**src/rtl/bcg_pkg.sv**
```systemverilog
package bcg_pkg;

  typedef enum logic [3:0] {
    ST_RUN    = 4'h0,
    ST_FABRIC = 4'h2,
    ST_HALT   = 4'h8
  } bcg_status_e;

  typedef enum logic [1:0] {
    SEL_CTRL = 2'd0,
    SEL_BLK  = 2'd1,
    SEL_VOTE = 2'd2,
    SEL_NONE = 2'd3
  } bcg_sel_e;

  localparam int SW_EN_BIT   = 0;
  localparam int HW_CTL_BIT  = 1;
  localparam int RET_PER_BIT = 13;
  localparam int RET_MEM_BIT = 14;
  localparam int DIV_LSB     = 16;
  localparam int DIV_W       = 9;
  localparam int STAT_LSB    = 28;

  function automatic logic [3:0] status_code(input logic on, input logic fabric);
    if (!on)        return ST_HALT;
    else if (fabric) return ST_FABRIC;
    else             return ST_RUN;
  endfunction

  function automatic logic div_ok(input logic [DIV_W-1:0] val, input int unsigned max_div);
    return 32'(val) <= max_div;
  endfunction

  function automatic logic [31:0] pack_ctrl(input logic [3:0] st, input logic [DIV_W-1:0] dv,
                                            input logic rm, input logic rp,
                                            input logic hw, input logic sw);
    logic [31:0] r;
    r = '0;
    r[STAT_LSB +: 4]       = st;
    r[DIV_LSB +: DIV_W]    = dv;
    r[RET_MEM_BIT]         = rm;
    r[RET_PER_BIT]         = rp;
    r[HW_CTL_BIT]          = hw;
    r[SW_EN_BIT]           = sw;
    return r;
  endfunction

endpackage

```
**src/rtl/bcg_regs.sv**
```systemverilog
module bcg_regs
  import bcg_pkg::*;
#(
  parameter int NUM_VOTERS = 4,
  parameter int MAX_DIV    = 200
) (
  input  logic                  clk,
  input  logic                  rst_n,
  input  logic                  wr,
  input  logic [1:0]            sel,
  input  logic [31:0]           wdata,
  output logic                  sw_en,
  output logic                  hw_ctl,
  output logic                  ret_per,
  output logic                  ret_mem,
  output logic [DIV_W-1:0]      div_q,
  output logic                  blk_q,
  output logic [NUM_VOTERS-1:0] vote_q,
  output logic                  proto_err
);

  logic wr_ctrl, wr_blk, wr_vote;
  logic ret_set_wr, recent_q, div_accept;
  logic [DIV_W-1:0] div_new;

  assign wr_ctrl    = wr && (sel == SEL_CTRL);
  assign wr_blk     = wr && (sel == SEL_BLK);
  assign wr_vote    = wr && (sel == SEL_VOTE);
  assign div_new    = wdata[DIV_LSB +: DIV_W];
  assign div_accept = div_ok(div_new, MAX_DIV);
  assign ret_set_wr = wr_ctrl && (wdata[RET_PER_BIT] || wdata[RET_MEM_BIT]);

  always_ff @(posedge clk or negedge rst_n) begin
    if (!rst_n) begin
      sw_en     <= 1'b0;
      hw_ctl    <= 1'b0;
      ret_per   <= 1'b0;
      ret_mem   <= 1'b0;
      div_q     <= '0;
      blk_q     <= 1'b0;
      vote_q    <= '0;
      recent_q  <= 1'b0;
      proto_err <= 1'b0;
    end else begin
      if (wr_ctrl) begin
        sw_en   <= wdata[SW_EN_BIT];
        hw_ctl  <= wdata[HW_CTL_BIT];
        ret_per <= wdata[RET_PER_BIT];
        ret_mem <= wdata[RET_MEM_BIT];
        if (div_accept) div_q <= div_new;
      end
      if (wr_blk)  blk_q  <= wdata[0];
      if (wr_vote) vote_q <= wdata[NUM_VOTERS-1:0];
      recent_q  <= ret_set_wr;
      proto_err <= ret_set_wr && recent_q;
    end
  end

  AST_DIV_IN_RANGE: assert property (@(posedge clk) disable iff (!rst_n)
    32'(div_q) <= MAX_DIV);

  AST_DIV_REJECT_HOLDS: assert property (@(posedge clk) disable iff (!rst_n)
    (wr_ctrl && !div_accept) |=> $stable(div_q));

  AST_ERR_AFTER_RET_WRITE: assert property (@(posedge clk) disable iff (!rst_n)
    proto_err |-> $past(ret_set_wr));

endmodule

```
**src/rtl/bcg_status.sv**
```systemverilog
module bcg_status
  import bcg_pkg::*;
#(
  parameter int SYNC_STAGES = 3
) (
  input  logic       clk,
  input  logic       rst_n,
  input  logic       on,
  input  logic [3:0] code,
  output logic       branch_en,
  output logic [3:0] status
);

  logic [3:0] pipe_q [SYNC_STAGES];

  always_ff @(posedge clk or negedge rst_n) begin
    if (!rst_n) begin
      branch_en <= 1'b0;
      for (int i = 0; i < SYNC_STAGES; i++) pipe_q[i] <= ST_HALT;
    end else begin
      branch_en <= on;
      pipe_q[0] <= code;
      for (int i = 1; i < SYNC_STAGES; i++) pipe_q[i] <= pipe_q[i-1];
    end
  end

  assign status = pipe_q[SYNC_STAGES-1];

  AST_STATUS_LEGAL: assert property (@(posedge clk) disable iff (!rst_n)
    (status == ST_HALT) || (status == ST_RUN) || (status == ST_FABRIC));

endmodule

```
**src/rtl/bcg_branch_ctrl.sv**
```systemverilog
module bcg_branch_ctrl
  import bcg_pkg::*;
#(
  parameter int                  NUM_VOTERS  = 4,
  parameter logic [NUM_VOTERS-1:0] VOTE_MASK = 4'b0101,
  parameter int                  MAX_DIV     = 200,
  parameter int                  SYNC_STAGES = 3
) (
  input  logic        clk,
  input  logic        rst_n,
  input  logic        csr_wr,
  input  logic [1:0]  csr_sel,
  input  logic [31:0] csr_wdata,
  output logic [31:0] csr_rdata,
  input  logic        hw_req,
  output logic        branch_en_o,
  output logic [8:0]  div_o,
  output logic        ret_periph_o,
  output logic        ret_mem_o,
  output logic        blk_rst_o,
  output logic        proto_err_o
);

  logic                  sw_en, hw_ctl, ret_per, ret_mem, blk_q;
  logic [DIV_W-1:0]      div_q;
  logic [NUM_VOTERS-1:0] vote_q;
  logic                  vote_hit, src_on, eff_on, fabric_on;
  logic [3:0]            code, status;
  logic                  halted;

  bcg_regs #(.NUM_VOTERS(NUM_VOTERS), .MAX_DIV(MAX_DIV)) u_regs (
    .clk(clk), .rst_n(rst_n), .wr(csr_wr), .sel(csr_sel), .wdata(csr_wdata),
    .sw_en(sw_en), .hw_ctl(hw_ctl), .ret_per(ret_per), .ret_mem(ret_mem),
    .div_q(div_q), .blk_q(blk_q), .vote_q(vote_q), .proto_err(proto_err_o)
  );

  assign vote_hit  = |(vote_q & VOTE_MASK);
  assign src_on    = hw_ctl ? hw_req : sw_en;
  assign eff_on    = src_on || vote_hit;
  assign fabric_on = hw_ctl && hw_req && !vote_hit;
  assign code      = status_code(eff_on, fabric_on);

  bcg_status #(.SYNC_STAGES(SYNC_STAGES)) u_status (
    .clk(clk), .rst_n(rst_n), .on(eff_on), .code(code),
    .branch_en(branch_en_o), .status(status)
  );

  assign halted       = (status == ST_HALT);
  assign ret_periph_o = ret_per && halted;
  assign ret_mem_o    = ret_mem && halted;
  assign blk_rst_o    = blk_q;
  assign div_o        = div_q;

  always_comb begin
    unique case (csr_sel)
      SEL_CTRL: csr_rdata = pack_ctrl(status, div_q, ret_mem, ret_per, hw_ctl, sw_en);
      SEL_BLK:  csr_rdata = {31'd0, blk_q};
      SEL_VOTE: csr_rdata = 32'(vote_q);
      default:  csr_rdata = '0;
    endcase
  end

  AST_RET_ONLY_HALTED: assert property (@(posedge clk) disable iff (!rst_n)
    (ret_periph_o || ret_mem_o) |-> (status == ST_HALT));

  AST_SW_BIT_IGNORED: assert property (@(posedge clk) disable iff (!rst_n)
    (hw_ctl && !hw_req && !vote_hit) |=> !branch_en_o);

endmodule

```
**config.mk**
```make
export PLATFORM = sky130hd
export DESIGN_NAME = bcg_branch_ctrl
export DESIGN_NICKNAME = d
export VERILOG_FILES = /design/src/rtl/bcg_pkg.sv /design/src/rtl/bcg_regs.sv /design/src/rtl/bcg_status.sv /design/src/rtl/bcg_branch_ctrl.sv
export SDC_FILE = /design/constraint.sdc
export NUM_CORES = 1
export LEC_CHECK = 0
export ABC_CLOCK_PERIOD_IN_PS = 1100
export BUFFER_PORTS_ARGS = -buffer_cell sky130_fd_sc_hd__buf_2
export CORE_ASPECT_RATIO = 0.5
export CORE_MARGIN = 4
export CORE_UTILIZATION = 39
export DETAILED_ROUTE_END_ITERATION = 7
export PLACE_DENSITY = 0.86
export SYNTH_ARGS = -nofsm -noshare
export SYNTH_HDL_FRONTEND = slang
export SYNTH_HIERARCHICAL = 1
export SYNTH_SLANG_ARGS = --single-unit
```
**constraint.sdc**
```tcl
create_clock -name clk -period 1.1 [get_ports clk]
set_clock_uncertainty 0.05 [all_clocks]
set_input_delay 0.11 -clock clk [delete_from_list [all_inputs] [get_ports clk]]
set_output_delay 0.11 -clock clk [all_outputs]
set_load 0.01 [all_outputs]
```
==> summary.txt <==
Floorplan
  – I/O pin total: 84
  – Core area: between 3000 and 4000 sq um
  – Die ar.: ~5000 sq um
  – Initial Utilization: between 40% and 50%
  – Num rows: 15
  – Die height: slightly above 50 um
  – DIE WIDTH: roughly 95 um

Worst setup path
  – CP bufs+invs: 1
  – Critical path fanouts, max: 2
  – Crit-path leading delay family: flip-flops
  – Worst path max stage delay: about 0.53 ns
  – CP Class: reg2out
  – Crit-path slowest cell: dfstp_2
  – Worst Reg-to-Reg Cells: 3
  – Critical path depth in cells: 3
  – Crit-path cells: nor4b_4 > and2_1 > buf_2
  – CP startpoint kind: flop
  – Critical Path RT: 0.94 ns
  – Critical Path AT: roughly 1.3 ns
  – Flop-to-flop setup slack: 0.08 ns
  – Crit path capture type: primary output

Route
  – Vias per Instance: about 4.2
  – DRC errors left: 0
  – Drt pass-1 iters: 4
  – Iteration-0 DRC Markers: 30
  – DR WL/cell: ~12 um
  – Drt total wl: roughly 2900 um
  – Vias: ~990
  – Routed Antenna Nets: 0

Power and ir drop
  – Clock power frac: a little over a quarter
  – Sw frac: between 20 and 30%
  – Sequential power share: approximately 50%
  – Gate power share: 23.0%
  – Lkg Pwr: about 1 nW
  – Peak VDD IR: around 0.59 mV
  – Net switching power of the design: approximately 0.83 mW
  – Internal: between 2 and 2.5 mW
  – Cell Pwr Density: between 1500 and 2000 nW/um^2

Clocking
  – CTS tree: yes
  – Clk_lat worst skew: 0.28 ns
  – Reg clk slew, reported paths: ~0.060 ns
  – H-tree Lvls: 2
  – CTS buffer count: 5
  – Root buffer cell: clkbuf_8
  – Clk buf depth: 2
  – # clock sinks: 33

STA
  – Fmax: around 690 MHz
  – Fin crit share: 131.3%
  – Final hold vios: 0
  – Fin crit period: roughly 1.4 ns
  – RSZ-0062 raised after global routing: yes
  – Slew Limit Fails: 0
  – Setup violators final: 13
  – Final worst slack: -0.3446 ns

Run status
  – Failing checks: setup timing
  – Outcome: complete, but fails checks

GRT
  – GRT overflow: 0
  – Total Routing Usage GR: between 10% and 20%
  – Vias in the first global route: 952
  – First-pass GRT wire length: roughly 4500 um
  – Initial antenna violation count: 0
  – Largest net degree at the start of global routing: 22

Job
  – Max Cap Viol: 0

Logic synthesis
  – Syn_area_per_cell: approximately 13 sq um
  – Syn Std Cell Area: around 1500 sq um
  – Post-synthesis sequential area ratio: around 56%
  – Gate Count Post-Synth: about 110
  – Synth Register Bits: 33
  – Library cells used by synthesis: 25
  – Synth warn: 6

Finish
  – Most common cell after layout, fill and taps aside: buf_2
  – # diodes: 0
  – Syn-to-layout area delta: 33.16%
  – Layout cells sized above 1: around 53%
  – Fillers: 298
  – Most frequent cells in the layout: buf_2 (51), dfrtp_1 (30), and2_1 (20)
  – Design Area, Final: around 2000 sq um
  – Layout Nets: 220

Place
  – I/O Buffers: 53
  – GP Congestion: between 0.8 and 0.9
  – Post-DP HPWL: 2286 um
  – Post-Place Worst Slack: -0.1952 ns
  – Placed cell area: ~1800 sq um

Worst hold path
  – HP Class: in2reg
  – Hold depth: 2
-- layout make-up --
| class | instances | area [sq um] | share of cell area [%] |
|---|---|---|---|
| flip-flops and latches | 33 | 829.5 | 42.34 |
| multi-input cells | 73 | 573.1 | 29.25 |
| repair buffers | 67 | 404.1 | 20.63 |
| clock buffers | 7 | 76.32 | 3.895 |
| well taps | 51 | 63.81 | 3.257 |
| inverters | 2 | 7.507 | 0.3831 |
| clock inverters | 1 | 5.005 | 0.2554 |
-- worst register-to-register path, cell delays in order, from the launching register on --
cell      delay (ns)
dfrtp_1         0.38
buf_4           0.14
a211oi_2        0.21
o21ai_0         0.12
-- registers in the layout (all words and copies together) (netlist names) --
register	count
u_regs/blk_q	1
u_regs/div_q	9
u_regs/hw_ctl	1
u_regs/proto_err	1
u_regs/recent_q	1
u_regs/ret_mem	1
u_regs/ret_per	1
u_regs/sw_en	1
u_regs/vote_q	4
u_status/branch_en	1
u_status/pipe_q	8
u_status/status	4
-- timing repair --
action	in CTS	in global routing
pin swaps	3	2
hold buffers	1	1
setup buffers	4	1
resized for setup	0	5
endpoints found under the setup margin	20	25
hold endpoints to repair	16	1
-- synthesized netlist by cell type --
cell / count / area share (%)
and2_2: 1 / 0.51
nand3b_1: 2 / 1.0
mux2_2: 17 / 13
inv_1: 2 / 0.51
and2_1: 20 / 8.5
nor4b_1: 1 / 0.60
dfrtp_1: 30 / 51
o211ai_1: 1 / 0.51
nor2b_1: 1 / 0.43
mux2i_1: 2 / 1.4
nand3_1: 1 / 0.34
o2bb2ai_1: 1 / 0.60
conb_1: 1 / 0.25
a211oi_1: 1 / 0.51
dfstp_2: 3 / 5.4
nor3_1: 2 / 0.68
nor2_1: 1 / 0.25
o21ai_0: 1 / 0.34
nor3b_4: 1 / 1.3
nand2_1: 1 / 0.25
o21a_1: 2 / 1.0
buf_4: 17 / 8.7
o2111ai_4: 1 / 1.8
nor2_2: 1 / 0.43
buf_6: 1 / 0.77
-- power by group through the flow --
stage / combinational (mW) / sequential [mW] / clock (mW)
after detailed placement: 0.598 / 1.56 / 0
after CTS: 0.661 / 1.52 / 0.885
after global routing: 0.767 / 1.55 / 0.939
after global placement: 0.577 / 1.55 / 0
after floorplan: 0.338 / 1.57 / 0
final: 0.709 / 1.53 / 0.843
-- through the flow --
stage	util (%)	total power, mW	setup TNS [ns]	hold slack [ns]	instances
finish	55.53	3.079	-0.9779	0.01584	234
global route	55.53	3.257	-1.956	0.003738	234
CTS	54.29	3.067	-1.248	0.001938	232
detailed placement	50.85	2.154	-2.305	0.02720	219
global placement	50.85	2.125	-1.902	0.02041	219
floorplan	-	1.904	-0.3606	-0.2356	126
-- final timing paths --
check,from,endpoint
min in group asynchronous,rst_n,u_regs/div_q[7]
worst max-delay path,u_status/status[3],ret_periph_o
max in group asynchronous,rst_n,u_status/status[2]
worst min register to register,u_status/pipe_q[10],u_status/pipe_q[6]
worst max register to register,u_regs/vote_q[2],u_status/branch_en
worst min-delay path,csr_wdata[3],u_regs/vote_q[3]
-- logic make-up after synthesis --
family,Yosys count,share of synthesized area [%]
and+or+nand+nor,32,14.29
muxes,19,14.37
DFF,33,56.38
buffers and inverters,20,9.949
AOI/OAI and AO/OA,7,4.762
other,1,0.2549
-- metal layers --
metal  track usage (%)  wire length, um  part of all wire [%]  up-vias
met4             6.220               17                  0.58        0
met2             21.35             1593                    55       32
met5                 0                0                     0        -
met1             13.06             1098                    38      476
li1                  -                -                     -      481
met3             6.176              201                   6.9        3
Power figures use the tool's default switching activity.
